### config.mk
export PLATFORM = sky130hd
export DESIGN_NAME = burst_flash_rd
export DESIGN_NICKNAME = d
export VERILOG_FILES = /design/src/rtl/bfr_pkg.sv /design/src/rtl/bfr_seq.sv /design/src/rtl/bfr_addr_ctr.sv /design/src/rtl/bfr_capture.sv /design/src/rtl/burst_flash_rd.sv
export SDC_FILE = /design/constraint.sdc
export NUM_CORES = 1
export LEC_CHECK = 0
export BUFFER_PORTS_ARGS = -buffer_cell sky130_fd_sc_hd__buf_4
export CORE_MARGIN = 2
export CORE_UTILIZATION = 55
export DETAILED_ROUTE_END_ITERATION = 12
export GPL_TIMING_DRIVEN = 0
export MAX_ROUTING_LAYER = met4
export PLACE_DENSITY_LB_ADDON = 0.1
export SLEW_MARGIN = 20
export SYNTH_ARGS = -nofsm -noshare
export SYNTH_HDL_FRONTEND = slang
export SYNTH_HIERARCHICAL = 1
export SYNTH_SLANG_ARGS = --single-unit
### constraint.sdc
create_clock -name clk_i -period 3.6 [get_ports clk_i]
set_input_delay 0.36 -clock clk_i [delete_from_list [all_inputs] [get_ports clk_i]]
set_output_delay 0.36 -clock clk_i [all_outputs]
set_load 0.005 [all_outputs]
### src/rtl/bfr_pkg.sv
package bfr_pkg;
  typedef enum logic [1:0] {
    ST_IDLE   = 2'd0,
    ST_ADDR   = 2'd1,
    ST_WAIT   = 2'd2,
    ST_STREAM = 2'd3
  } bfr_state_e;

  localparam int unsigned LAT_OFS = 4;  // access clocks = code + LAT_OFS
  localparam int unsigned OE_CLK  = 3;  // clock index where output enable asserts
endpackage

### src/rtl/bfr_seq.sv
module bfr_seq
  import bfr_pkg::*;
#(
  parameter int unsigned LAT_W = 4
) (
  input  logic             clk_i,
  input  logic             rst_ni,
  input  logic             req_i,
  input  logic             stop_i,
  input  logic [LAT_W-1:0] lat_code_i,
  input  logic             rdy_i,
  output logic             start_o,
  output logic             capture_o,
  output logic             stream_o,
  output logic             ce_n_o,
  output logic             avd_n_o,
  output logic             oe_n_o,
  output logic             ad_oe_o
);
  localparam int unsigned CNT_W = $clog2((1 << LAT_W) + LAT_OFS);

  bfr_state_e       state_q;
  logic [CNT_W-1:0] clk_idx_q;  // current clock index within the access
  logic [CNT_W-1:0] lat_q;

  assign start_o   = (state_q == ST_IDLE) && req_i;
  assign stream_o  = (state_q == ST_STREAM);
  assign capture_o = stream_o && rdy_i && !stop_i;

  always_ff @(posedge clk_i or negedge rst_ni) begin
    if (!rst_ni) begin
      state_q   <= ST_IDLE;
      clk_idx_q <= '0;
      lat_q     <= '0;
      ce_n_o    <= 1'b1;
      avd_n_o   <= 1'b1;
      oe_n_o    <= 1'b1;
      ad_oe_o   <= 1'b0;
    end else if (state_q != ST_IDLE && stop_i) begin
      state_q <= ST_IDLE;
      ce_n_o  <= 1'b1;
      avd_n_o <= 1'b1;
      oe_n_o  <= 1'b1;
      ad_oe_o <= 1'b0;
    end else begin
      unique case (state_q)
        ST_IDLE: begin
          if (req_i) begin
            state_q   <= ST_ADDR;
            clk_idx_q <= CNT_W'(1);
            lat_q     <= CNT_W'(lat_code_i) + CNT_W'(LAT_OFS);
            ce_n_o    <= 1'b0;
            avd_n_o   <= 1'b0;
            ad_oe_o   <= 1'b1;
          end
        end
        ST_ADDR: begin
          state_q   <= ST_WAIT;
          clk_idx_q <= clk_idx_q + 1'b1;
          avd_n_o   <= 1'b1;
          ad_oe_o   <= 1'b0;
        end
        ST_WAIT: begin
          clk_idx_q <= clk_idx_q + 1'b1;
          if (clk_idx_q == CNT_W'(OE_CLK - 1)) oe_n_o <= 1'b0;
          if (clk_idx_q == lat_q - 1'b1) state_q <= ST_STREAM;
        end
        ST_STREAM: ;
        default: state_q <= ST_IDLE;
      endcase
    end
  end


  avd_pulse_chk: assert property (@(posedge clk_i) disable iff (!rst_ni)
    !avd_n_o |=> avd_n_o);

  avd_in_ce_chk: assert property (@(posedge clk_i) disable iff (!rst_ni)
    !avd_n_o |-> !ce_n_o);

  no_bus_fight_chk: assert property (@(posedge clk_i) disable iff (!rst_ni)
    !(ad_oe_o && !oe_n_o));

  oe_after_avd_chk: assert property (@(posedge clk_i) disable iff (!rst_ni)
    $fell(oe_n_o) |-> ($past(avd_n_o) && !$past(ad_oe_o) && !$past(avd_n_o, 2)));

  stop_close_chk: assert property (@(posedge clk_i) disable iff (!rst_ni)
    (state_q != ST_IDLE && stop_i) |=> (ce_n_o && oe_n_o && state_q == ST_IDLE));
endmodule

### src/rtl/bfr_addr_ctr.sv
module bfr_addr_ctr #(
  parameter int unsigned ADDR_W = 25
) (
  input  logic              clk_i,
  input  logic              rst_ni,
  input  logic              load_i,
  input  logic              adv_i,
  input  logic [ADDR_W-1:0] addr_i,
  output logic [ADDR_W-1:0] base_o,
  output logic [ADDR_W-1:0] cur_o
);
  always_ff @(posedge clk_i or negedge rst_ni) begin
    if (!rst_ni) begin
      base_o <= '0;
      cur_o  <= '0;
    end else if (load_i) begin
      base_o <= addr_i;
      cur_o  <= addr_i;
    end else if (adv_i) begin
      cur_o <= cur_o + 1'b1;
    end
  end
endmodule

### src/rtl/bfr_capture.sv
module bfr_capture #(
  parameter int unsigned ADDR_W = 25,
  parameter int unsigned DATA_W = 16
) (
  input  logic              clk_i,
  input  logic              rst_ni,
  input  logic              capture_i,
  input  logic [DATA_W-1:0] ad_i,
  input  logic [ADDR_W-1:0] cur_addr_i,
  output logic              rd_valid_o,
  output logic [DATA_W-1:0] rd_data_o,
  output logic [ADDR_W-1:0] rd_addr_o
);
  always_ff @(posedge clk_i or negedge rst_ni) begin
    if (!rst_ni) begin
      rd_valid_o <= 1'b0;
      rd_data_o  <= '0;
      rd_addr_o  <= '0;
    end else begin
      rd_valid_o <= capture_i;
      if (capture_i) begin
        rd_data_o <= ad_i;
        rd_addr_o <= cur_addr_i;
      end
    end
  end


  seq_addr_chk: assert property (@(posedge clk_i) disable iff (!rst_ni)
    (rd_valid_o && $past(rd_valid_o)) |-> (rd_addr_o == $past(rd_addr_o) + 1'b1));
endmodule

### src/rtl/burst_flash_rd.sv
module burst_flash_rd #(
  parameter int unsigned ADDR_W = 25,
  parameter int unsigned DATA_W = 16,
  parameter int unsigned LAT_W  = 4
) (
  input  logic                     clk_i,
  input  logic                     rst_ni,
  input  logic                     req_i,
  input  logic [ADDR_W-1:0]        addr_i,
  input  logic [LAT_W-1:0]         lat_code_i,
  input  logic                     stop_i,
  output logic                     rd_valid_o,
  output logic [DATA_W-1:0]        rd_data_o,
  output logic [ADDR_W-1:0]        rd_addr_o,
  output logic                     ce_n_o,
  output logic                     avd_n_o,
  output logic                     oe_n_o,
  output logic [ADDR_W-DATA_W-1:0] addr_hi_o,
  output logic [DATA_W-1:0]        ad_o,
  output logic                     ad_oe_o,
  input  logic [DATA_W-1:0]        ad_i,
  input  logic                     rdy_i
);
  localparam int unsigned HI_W = ADDR_W - DATA_W;

  logic              start, capture, stream;
  logic [ADDR_W-1:0] base_addr, cur_addr;

  bfr_seq #(.LAT_W(LAT_W)) u_seq (
    .clk_i      (clk_i),
    .rst_ni     (rst_ni),
    .req_i      (req_i),
    .stop_i     (stop_i),
    .lat_code_i (lat_code_i),
    .rdy_i      (rdy_i),
    .start_o    (start),
    .capture_o  (capture),
    .stream_o   (stream),
    .ce_n_o     (ce_n_o),
    .avd_n_o    (avd_n_o),
    .oe_n_o     (oe_n_o),
    .ad_oe_o    (ad_oe_o)
  );

  bfr_addr_ctr #(.ADDR_W(ADDR_W)) u_addr (
    .clk_i  (clk_i),
    .rst_ni (rst_ni),
    .load_i (start),
    .adv_i  (capture),
    .addr_i (addr_i),
    .base_o (base_addr),
    .cur_o  (cur_addr)
  );

  bfr_capture #(.ADDR_W(ADDR_W), .DATA_W(DATA_W)) u_cap (
    .clk_i      (clk_i),
    .rst_ni     (rst_ni),
    .capture_i  (capture),
    .ad_i       (ad_i),
    .cur_addr_i (cur_addr),
    .rd_valid_o (rd_valid_o),
    .rd_data_o  (rd_data_o),
    .rd_addr_o  (rd_addr_o)
  );

  assign ad_o      = base_addr[DATA_W-1:0];
  assign addr_hi_o = base_addr[ADDR_W-1 -: HI_W];


  stall_no_word_chk: assert property (@(posedge clk_i) disable iff (!rst_ni)
    (stream && !rdy_i) |=> !rd_valid_o);

  hi_stable_chk: assert property (@(posedge clk_i) disable iff (!rst_ni)
    (!ce_n_o && !avd_n_o) |=> (ce_n_o || $stable(addr_hi_o)));
endmodule

# Word-level counts from Yosys, hierarchy flattened
# Index checks and enable logic that the tools add are counted.
[totals]
wordCells = 66
ff_bits = 108
[op_classes]
add_sub_neg = 4
n_eq_ne = 8
n_reduce_logical = 22
bitwise_logic = 1
muxes = 19
[op_table]
columns = ["op", "n"]
rows = [
  ["25-bit 2-to-1 mux", 2],
  ["25-bit by 1-bit adder with 25-bit output, second input constant", 1],
  ["2-bit nonzero test", 7],
  ["5-bit case mux with 2 select lines", 1],
  ["1-bit 2-to-1 mux", 9],
  ["3-bit AND reduction", 3],
  ["2-bit 2-to-1 mux", 3],
  ["2-bit case mux with 3 select lines", 1],
  ["2-bit AND reduction", 3],
  ["4-bit by 3-bit adder with 5-bit output, second input constant", 1],
  ["5-bit by 1-bit adder with 5-bit output, second input constant", 1],
  ["5-bit by 2-bit equality test with 1-bit output, second input constant", 1],
  ["5-bit equality test", 1],
  ["5-bit 2-to-1 mux", 1],
  ["5-bit by 1-bit subtractor with 5-bit output, second input constant", 1],
  ["2-bit equality test, second input constant", 2],
  ["1-bit logical AND", 4],
  ["1-bit case mux with 2 select lines", 2],
  ["4-bit nonzero test", 1],
  ["3-bit by 1-bit inequality test with 1-bit output, second input constant", 1],
  ["3-bit inequality test, second input constant", 1],
  ["3-bit nonzero test", 1],
  ["2-bit by 1-bit equality test with 1-bit output, second input constant", 1],
  ["2-bit logical NOT", 1],
  ["4 further kinds", 4],
]

# Logic depth before layout (Yosys ltp)
# Gate-level depths: netlist of run 1.
[depth]
ltp_word = 5
ltp_mapped = 9
mapped_depth_nobuf = 7

# By module
# The synthesis of run 1 kept the hierarchy.
[modules_own_cells]
columns = ["module", "n_inst", "area_each_um2", "cells_per_inst"]
rows = [
  ["bfr_addr_ctr", 1, 2331.0, 228],
  ["bfr_capture", 1, 1754.2, 88],
  ["bfr_seq", 1, 1019.7, 108],
]

# Worst setup path before layout of run 1
# OpenSTA, ideal clock, no wires.
[synth_path]
kind = "reg-to-reg"
from = "register u_seq.state_q[0]"
to = "register u_addr.base_o[18]"
synth_period_minus_slack_ns = 2.139
slack_ns = 1.461
arrival_ns = 2.014
setup_time_ns = 0.125
required_time_ns = 3.475
stages_incl_launch_ff = 8
path_cell_list = "dfrtp_1 inv_1 ha_1 nand2_1 inv_1 buf_1 buf_1 mux2_2"
[synth_via]
elab_chain_len = 2
[synth_lines]
columns = ["item", "line", "text"]
rows = [
  ["start: declaration", "bfr_seq.sv:22", "bfr_state_e state_q;"],
  ["start signal: assignment", "bfr_seq.sv:32", "state_q <= ST_IDLE;"],
  ["start signal: assignment", "bfr_seq.sv:40", "state_q <= ST_IDLE;"],
  ["start signal: assignment", "bfr_seq.sv:49", "state_q <= ST_ADDR;"],
  ["2-bit logical NOT", "bfr_seq.sv:26", "assign start_o = (state_q == ST_IDLE) && req_i;"],
  ["1-bit logical AND", "bfr_seq.sv:26", ""],
  ["via start", "burst_flash_rd.sv:26", "logic start, capture, stream;"],
  ["end signal: assignment", "bfr_addr_ctr.sv:17", "base_o <= addr_i;"],
  ["end: declaration", "bfr_addr_ctr.sv:9", "output logic [ADDR_W-1:0] base_o,"],
]
# The timed path passes the listed nets, and every way through them passes these cells.
# A chain may end at the register's enable or synchronous reset.

# Final worst setup path of run 1
[layout_path]
from = "register u_seq.state_q[0]"
to = "register u_addr.base_o[20]"
# Same word-level chain as after synthesis.

==> out/summary.md, run 1 <==
* final-report max-slew violation count: 0
* initial antenna violation count: 0
* aggregate global-route resource usage: 23.0%
* result of the run: complete, no violations
* vias: 3723
* CTS root buffer: clkbuf_8
* global route total overflow: 0
* Die Footprint: 0.0101 mm2
* most frequent cells in the layout: buf_4, dfrtp_1, o21ai_0
* PostCTS Resize Cnt: 0
* max-capacitance violation count: 0
* Leak Pwr: 0.00297 uW
* num ports: 121
* post-synthesis xor/xnor area fraction: 2.92%
* average vias per placed instance: 5.55
* Area Overhead vs Synth: 24.0%
* compound-cell area share of the yosys netlist: 8.80%
* horizontal die dimension: 100 um
* RSZ-0062 raised after global routing: false
* gpl congestion: 0.838
* overall power consumption: 5220 uW
* fraction of registers with async set or reset after synthesis: 100%
* quantity of hold-fixing buffers added after cts: 0
* final critical-path setup slack: 0.762 ns
* effective utilization at floorplan: 56.0%
* master of the slowest instance on the critical path: buf_1
* number of detailed-route iterations in the first pass: 4
* worst endpoint data arrival time: 3.09 ns
* Cells after Synth: 424
* Slew HR: 36.5%
* H-tree depth reported by CTS: 3
* f_max: 352 MHz
* Max IR drop VDD: 0.369 mV
* number of core rows: 35
* clk sink count: 108
* final core utilization: 69.5%
* Chip Height: 100 um
* buffer count from post-CTS setup fixing: 0
* clock tree skew after final layout: 0.0101 ns
* total detailed-routing wirelength: 10900 um
* proportion of synthesized area in mux cells: 15.5%
* Avg Inst Size Synth: 12.0 um2
* number of endpoints with negative hold slack in the final report: 0
* Post-Synthesis Cell Area: 0.00510 mm2
* final clock period utilization by the worst path: 78.8%
* power density relative to cell area: 824 mW/mm2
* delay of the slowest cell on the worst path: 0.52 ns
* Syn. warnings: 6
* kind of capture point of the worst setup path: flip-flop
* proportion of synthesized chip area in sequential cells: 53.0%
* distinct cell type count after synthesis: 55
* Hold WC Path Type: in2async
* total setup violations reported at the end of the flow: 0
* post-placement setup slack: 0.793 ns
* fin crit period: 2.84 ns
* post-CTS clock slew at the launch and capture registers of the worst setup and hold paths: 0.11 ns
* cell breakdown of the critical path: inv_1 -> ha_1 -> nand2_1 -> inv_1 -> buf_1 -> buf_1 -> mux2_2
* average wire per standard cell: 16.2 um
* CP required: 3.85 ns
* drc violations: 0
* number of synthesized flops with an enable pin: 0
* critical path peak fanout: 10
* most common cell after layout, fill and taps aside: buf_4
* worst setup path category: reg2reg
* Antenna Diode Count: 0
* final layout net count: 614
* standard cell core area: 0.00911 mm2
* main combinational cell family by area after synthesis: multiplexers
* fraction of final layout cells with drive strength greater than 1: 38.6%
* number of synthesized register bits: 108
* adder and majority cell fraction of the synthesized area: 2.21%
* Clock Tree Buf Depth: 2
* clock insertion delay at the later pin of the skew report: 0.36 ns
* antenna viol nets, final: 0
* Setup Total Neg Slack: 0 ns
* Num CTS Buffers: 9
* initial detailed-routing violation count: 115
* slew at the pin closest to its max-slew limit: 0.952 ns
* first-pass GRT wire length: 17800 um
* simple-gate share of the synthesized area: 12.2%
* synthesized net count: 483
* number of global-route vias before repair: 3610
* primary flip-flop cell chosen by synthesis mapping: dfrtp_1
* number of I/O port buffers: 120
* TritonCTS clock tree: built
* pin count of the biggest net entering global routing: 109
* kind of start point of the critical path: flip-flop
* half-perimeter wire length after placement: 7770 um
-- where the power goes --
| group | leakage (uW) | internal [uW] | switching [uW] |
|---|---|---|---|
| sequential | 0.00130 | 1810 | 476 |
| combinational | 0.00158 | 1330 | 910 |
| clock | 0.0000893 | 276 | 419 |
| total | 0.00297 | 3410 | 1800 |
-- state kept, by name (all words and copies together), names as in the netlist --
register	cells
u_seq/avd_n_o	1
u_addr/cur_o	25
u_addr/base_o	25
u_cap/rd_addr_o	25
u_seq/ad_oe_o	1
u_seq/state_q	2
u_seq/ce_n_o	1
u_cap/rd_data_o	16
u_seq/oe_n_o	1
u_seq/clk_idx_q	5
u_cap/rd_valid_o	1
u_seq/lat_q	5
-- final timing paths --
check,from,end,slack [ns],depth (start not counted)
setup / recovery,u_seq/state_q[0],u_addr/base_o[20],0.76,7
hold / removal,rst_ni,u_cap/rd_data_o[7],0.11,1
setup reg to reg,u_seq/state_q[0],u_addr/base_o[20],0.76,7
hold reg to reg,u_seq/ce_n_o,u_seq/ce_n_o,0.50,2
max in group asynchronous,rst_ni,u_seq/lat_q[1],2.86,1
min in group clk_i,req_i,u_seq/ce_n_o,0.18,2
-- area by class of cell --
cell class              instances  area (um2)
inverters                      24        90.1
fillers                       699        2780
repair buffers                120         905
multi-input cells             272        2120
clock buffers                  10         138
clock inverters                 6        46.3
flip-flops and latches        108        2710
well taps                     111         139
plain buffers                  20         185
-- metal layers --
layer / share of wire (%) / routed length (um) / GRT usage, % / vias up
li1: - / - / - / 1758
met1: 46 / 4960 / 31.5 / 1829
met2: 47 / 5060 / 34.7 / 116
met3: 5.9 / 640 / 5.15 / 20
met4: 1.8 / 201 / 6.85 / 0
met5: 0 / 0 / - / -
-- worst max-delay path, delay by kind of cell (launching register included) --
kind / cells / cell delay (ns)
adder cells (fa/ha/maj): 1 / 0.27
AND/OR/NAND/NOR: 1 / 0.19
multiplexers: 1 / 0.40
flip-flops: 1 / 0.46
buffers and inverters: 4 / 1.40
-- cell families (layout without fill, tap and decap cells) --
group                    count (synthesis)  in the layout
AND/OR/NAND/NOR                        115            115
flip-flops                             108            108
XOR/XNOR                                17             17
multiplexers                            57             57
buffers and inverters                   44            180
adder cells (fa/ha/maj)                  9              9
AO/OA/AOI/OAI                           74             74
-- Yosys cell counts (2+ instances only) --
library cell,n,area [um2]
buf_12,4,80.1
a211o_1,2,17.5
a22o_1,2,17.5
nor3_1,3,15.0
a21o_1,3,22.5
o21ai_0,42,210
dfrtp_1,105,2630
or3_1,4,25.0
and4_1,4,35.0
mux2_4,40,601
buf_6,3,33.8
buf_4,2,15.0
o211ai_1,3,22.5
inv_1,24,90.1
dfstp_2,3,78.8
clkbuf_1,6,22.5
buf_1,2,7.51
ha_1,9,113
nand2_1,35,131
nand4_1,8,50.1
o31ai_1,5,37.5
and3_1,4,25.0
xor2_1,12,105
nand3_1,13,65.1
nor2_1,17,63.8
or4_1,5,37.5
mux2i_1,2,20.0
nand2b_1,6,37.5
xnor2_1,5,43.8
or3_2,2,15.0
mux2_2,15,169
nor4_1,2,12.5
a31oi_1,10,62.6
-- per-stage QoR --
step                area (um2)  hold slack (ns)  cells
floorplan                 5100           0.0644    424
global route              6330            0.167    671
global placement          6140            0.472    655
CTS                       6330            0.158    671
detailed placement        6150            0.482    655
finish                    6330            0.105    671
(Power assumes the default switching activity.)
==> inputs of run 2 (changes only) <==
--- a/config.mk
+++ b/config.mk
@@ -7,7 +7,7 @@
 export LEC_CHECK = 0
 export BUFFER_PORTS_ARGS = -buffer_cell sky130_fd_sc_hd__buf_4
 export CORE_MARGIN = 2
-export CORE_UTILIZATION = 55
+export CORE_UTILIZATION = 49
 export DETAILED_ROUTE_END_ITERATION = 12
 export GPL_TIMING_DRIVEN = 0
 export MAX_ROUTING_LAYER = met4
==> constraint.sdc (replaced) <==
create_clock -name clk_i -period 2.5 [get_ports clk_i]
set_input_delay 0.25 -clock clk_i [delete_from_list [all_inputs] [get_ports clk_i]]
set_output_delay 0.25 -clock clk_i [all_outputs]
set_load 0.005 [all_outputs]
==> out/summary.md, run 2 (synthesized netlist as in run 1, its figures left out) <==
* final layout net count: 613
* RSZ-0062 raised after global routing: false
* average wire per standard cell: 16.0 um
* buffer count from post-CTS setup fixing: 0
* met1 track demand over resource in global routing: 30.1%
* CP required: 2.81 ns
* Max IR drop VDD: 0.552 mV
* Clock Tree Buf Depth: 2
* clock insertion delay at the later pin of the skew report: 0.36 ns
* average vias per placed instance: 5.23
* slew at the pin closest to its max-slew limit: 0.959 ns
* initial antenna violation count: 0
* initial detailed-routing violation count: 151
* Die Footprint: 0.0113 mm2
* drc violations: 0
* pin count of the biggest net entering global routing: 109
* reg-to-reg endpoint: u_addr/cur_o[14]
* R2R Path Start: u_seq/state_q[0]
* global route total overflow: 0
* post-route worst hold slack: 0.00154 ns
* f_max: 428 MHz
* standard cell core area: 0.0102 mm2
* most frequent cells in the layout: buf_4, dfrtp_1, o21ai_0
* area of all placed cells without fillers: 0.00635 mm2
* half-perimeter wire length after placement: 8030 um
* setup slack, reg-to-reg: 0.16 ns
* CTS root buffer: clkbuf_8
* kind of capture point of the worst setup path: flip-flop
* number of global-route vias before repair: 3542
* vias: 3637
* final-report max-slew violation count: 0
* Leak Pwr: 0.00297 uW
* clk sink count: 108
* Chip Height: 106 um
* Area Overhead vs Synth: 24.4%
* number of I/O port buffers: 120
* Antenna Diode Count: 0
* number of endpoints with negative hold slack in the final report: 0
* most used routing layer: met2
* total detailed-routing wirelength: 11100 um
* met2 layer usage reported by global route: 30.5%
* DP Area: 0.00618 mm2
* aggregate global-route resource usage: 21.1%
* number of detailed-route iterations in the first pass: 5
* Num CTS Buffers: 9
* kind of start point of the critical path: flip-flop
* met3 Resource Use GR: 3.43%
* H-tree depth reported by CTS: 3
* depth of the most critical reg-to-reg path: 9
* post-CTS clock slew at the launch and capture registers of the worst setup and hold paths: 0.10 ns
* registers with the most flip-flops: u_addr/base_o (25), u_addr/cur_o (25), u_cap/rd_addr_o (25)
* antenna viol nets, final: 0
* worst endpoint data arrival time: 2.64 ns
* result of the run: complete, no violations
* number of core rows: 37
* most common cell after layout, fill and taps aside: buf_4
* first-pass GRT wire length: 18100 um
* critical path peak fanout: 9
* worst setup path category: reg2reg
* max-capacitance violation count: 0
* num ports: 121
* final clock period utilization by the worst path: 93.5%
* Filler Cell Count: 834
* TritonCTS clock tree: built
* gpl congestion: 0.836
* fin crit period: 2.34 ns
* clock tree skew after final layout: 0.00862 ns
* Slew HR: 36.0%
* effective utilization at floorplan: 49.9%
* Hold WC Path Type: in2async
* total setup violations reported at the end of the flow: 0
* fraction of final layout cells with drive strength greater than 1: 39.0%
* horizontal die dimension: 106 um
* power density relative to cell area: 1170 mW/mm2
-- run 2: area by class of cell --
| class | count | area, um2 | area share (%) |
|---|---|---|---|
| Sequential cell | 108 | 2710 | 42.6 |
| Multi-Input combinational cell | 272 | 2130 | 33.5 |
| Timing Repair Buffer | 120 | 905 | 14.2 |
| Buffer | 19 | 188 | 2.96 |
| Tap cell | 136 | 170 | 2.68 |
| Clock buffer | 14 | 153 | 2.40 |
| Inverter | 24 | 90.1 | 1.42 |
| Clock inverter | 2 | 10.0 | 0.158 |
-- run 2: what timing repair did --
action | 4_1_cts | 5_1_grt
cloned | 0 | 0
hold buffers | 0 | 0
endpoints found under the setup margin | 46 | 42
gates resized for setup | 3 | 5
-- run 2: critical path: stages (launching register included) --
cell,delay (ns)
dfrtp_1,0.46
ha_1,0.21
nand2_1,0.07
nor2_2,0.19
buf_4,0.19
and3_1,0.15
buf_2,0.24
nand3_1,0.17
or4_1,0.50
nand3_1,0.09
-- run 2: worst max-delay path by stage --
stage                                 from                end  slack, ns  cells past startpoint
after floorplan           u_seq/state_q[0]  u_addr/base_o[18]       0.36                      7
after global placement    u_seq/state_q[0]  u_addr/base_o[23]      -0.23                      7
after detailed placement  u_seq/state_q[0]  u_addr/base_o[19]      -0.30                      7
after CTS                 u_seq/state_q[0]   u_addr/cur_o[14]       0.08                      9
after global routing      u_seq/state_q[0]   u_addr/cur_o[14]       0.01                      9
final                     u_seq/state_q[0]   u_addr/cur_o[14]       0.16                      9
-- run 2: report_power, final --
group	internal [uW]	total [uW]	switching (uW)
Clock	390	940	550
Combinational	1920	3200	1290
Sequential	2610	3310	697
Total	4920	7450	2540
-- run 2: metrics by stage --
step | setup TNS (ns) | worst slack (ns) | util [%] | instances | total power [uW]
CTS | 0 | 0.0770 | 62.0 | 695 | 7520
detailed placement | -3.16 | -0.305 | 60.4 | 680 | 6550
global placement | -1.59 | -0.225 | 60.4 | 680 | 6430
finish | 0 | 0.162 | 62.1 | 695 | 7450
floorplan | 0 | 0.361 | - | 424 | 5080
global route | 0 | 0.0100 | 62.1 | 695 | 8000
-- run 2: metal layers --
metal	vias up	wire, um
li1	1757	-
met1	1754	5400
met2	110	4960
met3	16	530
met4	0	228
met5	-	0
==> inputs of run 3 (changes only) <==
--- a/config.mk
+++ b/config.mk
@@ -7,7 +7,7 @@
 export LEC_CHECK = 0
 export BUFFER_PORTS_ARGS = -buffer_cell sky130_fd_sc_hd__buf_4
 export CORE_MARGIN = 2
-export CORE_UTILIZATION = 49
+export CORE_UTILIZATION = 48
 export DETAILED_ROUTE_END_ITERATION = 12
 export GPL_TIMING_DRIVEN = 0
 export MAX_ROUTING_LAYER = met4
@@ -15,5 +15,4 @@
 export SLEW_MARGIN = 20
 export SYNTH_ARGS = -nofsm -noshare
 export SYNTH_HDL_FRONTEND = slang
-export SYNTH_HIERARCHICAL = 1
 export SYNTH_SLANG_ARGS = --single-unit
==> out/summary.md, run 3 <==
* number of core rows: 36
* PostCTS Resize Cnt: 0
* kind of start point of the critical path: flip-flop
* synthesized net count: 569
* DP Area: 0.00581 mm2
* clock insertion delay at the later pin of the skew report: 0.37 ns
* most common cell after layout, fill and taps aside: nand2_1
* Syn. warnings: 0
* Leak Pwr: 0.00310 uW
* max-capacitance violation count: 0
* fraction of registers with async set or reset after synthesis: 100%
* CTS root buffer: clkbuf_8
* initial antenna violation count: 0
* first-pass GRT wire length: 17100 um
* final layout net count: 700
* cell accounting for the most synthesized area: dfrtp_1
* worst endpoint data arrival time: 2.44 ns
* number of synthesized register bits: 108
* average vias per placed instance: 4.90
* top post-synthesis cells by area: dfrtp_1, nand2_1, xor2_1
* buffer count from post-CTS setup fixing: 0
* post-CTS clock slew at the launch and capture registers of the worst setup and hold paths: 0.10 ns
* sequential share of power: 47.4%
* num ports: 121
* top-count cell post-synth: nand2_1
* Chip Height: 103 um
* Cells after Synth: 511
* met2 layer usage reported by global route: 33.0%
* Area Overhead vs Synth: 26.2%
* f_max: 453 MHz
* Avg Inst Size Synth: 9.28 um2
* clock tree skew after final layout: 0.0155 ns
* number of cells in the design after placement: 764
* clk sink count: 108
* effective utilization at floorplan: 49.0%
* number of standard cells in the final layout excluding fillers: 780
* Die Footprint: 0.0107 mm2
* final clock period utilization by the worst path: 88.3%
* Combinational Power Share: 38.4%
* standard cell core area: 0.00968 mm2
* most used routing layer: met2
* slew at the pin closest to its max-slew limit: 0.955 ns
* Max IR drop VDD: 0.551 mV
* worst setup path category: reg2reg
* Clock Tree Buf Depth: 2
* cell-internal power: 4250 uW
* half-perimeter wire length after placement: 7930 um
* met3 Resource Use GR: 4.50%
* TritonCTS clock tree: built
* number of I/O port buffers: 120
* proportion of synthesized chip area in sequential cells: 57.1%
* total detailed-routing wirelength: 10800 um
* quantity of hold-fixing buffers added after cts: 0
* final-report max-slew violation count: 0
* average wire per standard cell: 13.9 um
* Yosys top cell area share: 55.4%
* distinct cell type count after synthesis: 40
* met1 track demand over resource in global routing: 29.1%
* most frequent cells after synthesis: nand2_1, dfrtp_1, o21ai_0
* number of global-route vias before repair: 3604
* antenna viol nets, final: 0
* reg-to-reg endpoint: u_addr.cur_o[6]
* Filler Cell Count: 859
* fin crit period: 2.21 ns
* kind of capture point of the worst setup path: flip-flop
* switching component of the power: 2570 uW
* drc violations: 0
* total setup violations reported at the end of the flow: 0
* Hold WC Path Type: in2async
* switching fraction of total power: 37.7%
* aggregate global-route resource usage: 21.4%
* power density relative to cell area: 1140 mW/mm2
* Antenna Diode Count: 0
* Num CTS Buffers: 9
* setup slack, reg-to-reg: 0.29 ns
* horizontal die dimension: 103 um
* endpoint of the worst setup timing path: u_addr.cur_o[6]
* number of detailed-route iterations in the first pass: 4
* R2R Path Start: u_seq.state_q[1]
* area of all placed cells without fillers: 0.00598 mm2
* start point of the critical path: u_seq.state_q[1]
* critical path peak fanout: 10
* initial detailed-routing violation count: 106
* result of the run: complete, no violations
* registers with the most flip-flops: u_addr.base_o (25), u_addr.cur_o (25), u_cap.rd_addr_o (25)
* vias: 3821
* gpl congestion: 0.856
* post-route worst hold slack: 0.00723 ns
* number of synthesized flops with an enable pin: 0
* pin count of the biggest net entering global routing: 109
* fraction of final layout cells with drive strength greater than 1: 23.6%
* Setup Total Neg Slack: 0 ns
* most frequent cells in the layout: nand2_1, buf_4, dfrtp_1
* CP required: 2.73 ns
* Slew HR: 36.4%
* primary flip-flop cell chosen by synthesis mapping: dfrtp_1
* RSZ-0062 raised after global routing: false
* number of endpoints with negative hold slack in the final report: 0
* depth of the most critical reg-to-reg path: 7
* global route total overflow: 0
* Post-Synthesis Cell Area: 0.00474 mm2
* Clock power frac: 14.2%
* H-tree depth reported by CTS: 3
run 3: per-stage QoR:
step | power [uW] | setup WS (ns) | utilization [%]
floorplan | 4550 | 0.749 | -
global placement | 5800 | 0.164 | 60.0
detailed placement | 5910 | 0.104 | 60.0
CTS | 6880 | 0.0774 | 61.8
global route | 7400 | 0.107 | 61.8
finish | 6820 | 0.293 | 61.8
run 3: cell type report:
class / instances / area, um2 / area share [%]
sequential: 108 / 2710 / 45.2
multi-input combinational: 372 / 1920 / 32.0
timing repair buffer: 120 / 905 / 15.1
tap: 133 / 166 / 2.78
clock buffer: 12 / 135 / 2.26
buffer: 19 / 76.3 / 1.28
inverter: 12 / 45.0 / 0.753
clock inverter: 4 / 33.8 / 0.565
run 3: how the worst min path moves through the flow:
stage | endpoint | slack [ns] | cells past startpoint
2_1_floorplan | u_addr.base_o[0] | -0.05 | 0
3_3_place_gp | u_cap.rd_data_o[4] | 0.44 | 3
3_5_place_dp | u_cap.rd_addr_o[7] | 0.45 | 1
4_1_cts | u_cap.rd_addr_o[7] | 0.05 | 1
5_1_grt | u_cap.rd_data_o[0] | 0.06 | 3
6_report | u_cap.rd_addr_o[7] | 0.007 | 1
run 3: kinds of logic (layout without fill, tap and decap cells):
kind of cell / after synthesis / after routing / share of synthesized area [%]
AOI/OAI and AO/OA: 51 / 51 / 6.23
xor gates and xnor gates: 31 / 31 / 5.73
adders and majority gates: 8 / 8 / 2.11
buffers and inverters: 31 / 167 / 2.51
DFF: 108 / 108 / 57.1
muxes: 3 / 3 / 0.633
and+or+nand+nor: 279 / 279 / 25.7
run 3: per-layer routing:
layer / part of all wire, % / vias up
li1: - / 1906
met1: 46 / 1817
met2: 48 / 89
met3: 5.0 / 9
met4: 0.79 / 0
met5: 0 / -
run 3: power groups by stage:
stage,clock network (uW),logic [uW],registers (uW)
6_report,971,2620,3230
5_1_grt,1060,3000,3340
4_1_cts,982,2660,3230
3_5_place_dp,0,2650,3260
3_3_place_gp,0,2570,3230
2_1_floorplan,0,1370,3180
run 3: worst max-delay path: stages (launching register included):
cell      delay [ns]
dfrtp_1         0.49
inv_1           0.13
ha_1            0.15
buf_2           0.19
and2_1          0.15
clkbuf_1        0.36
clkbuf_1        0.43
o21ai_0         0.17
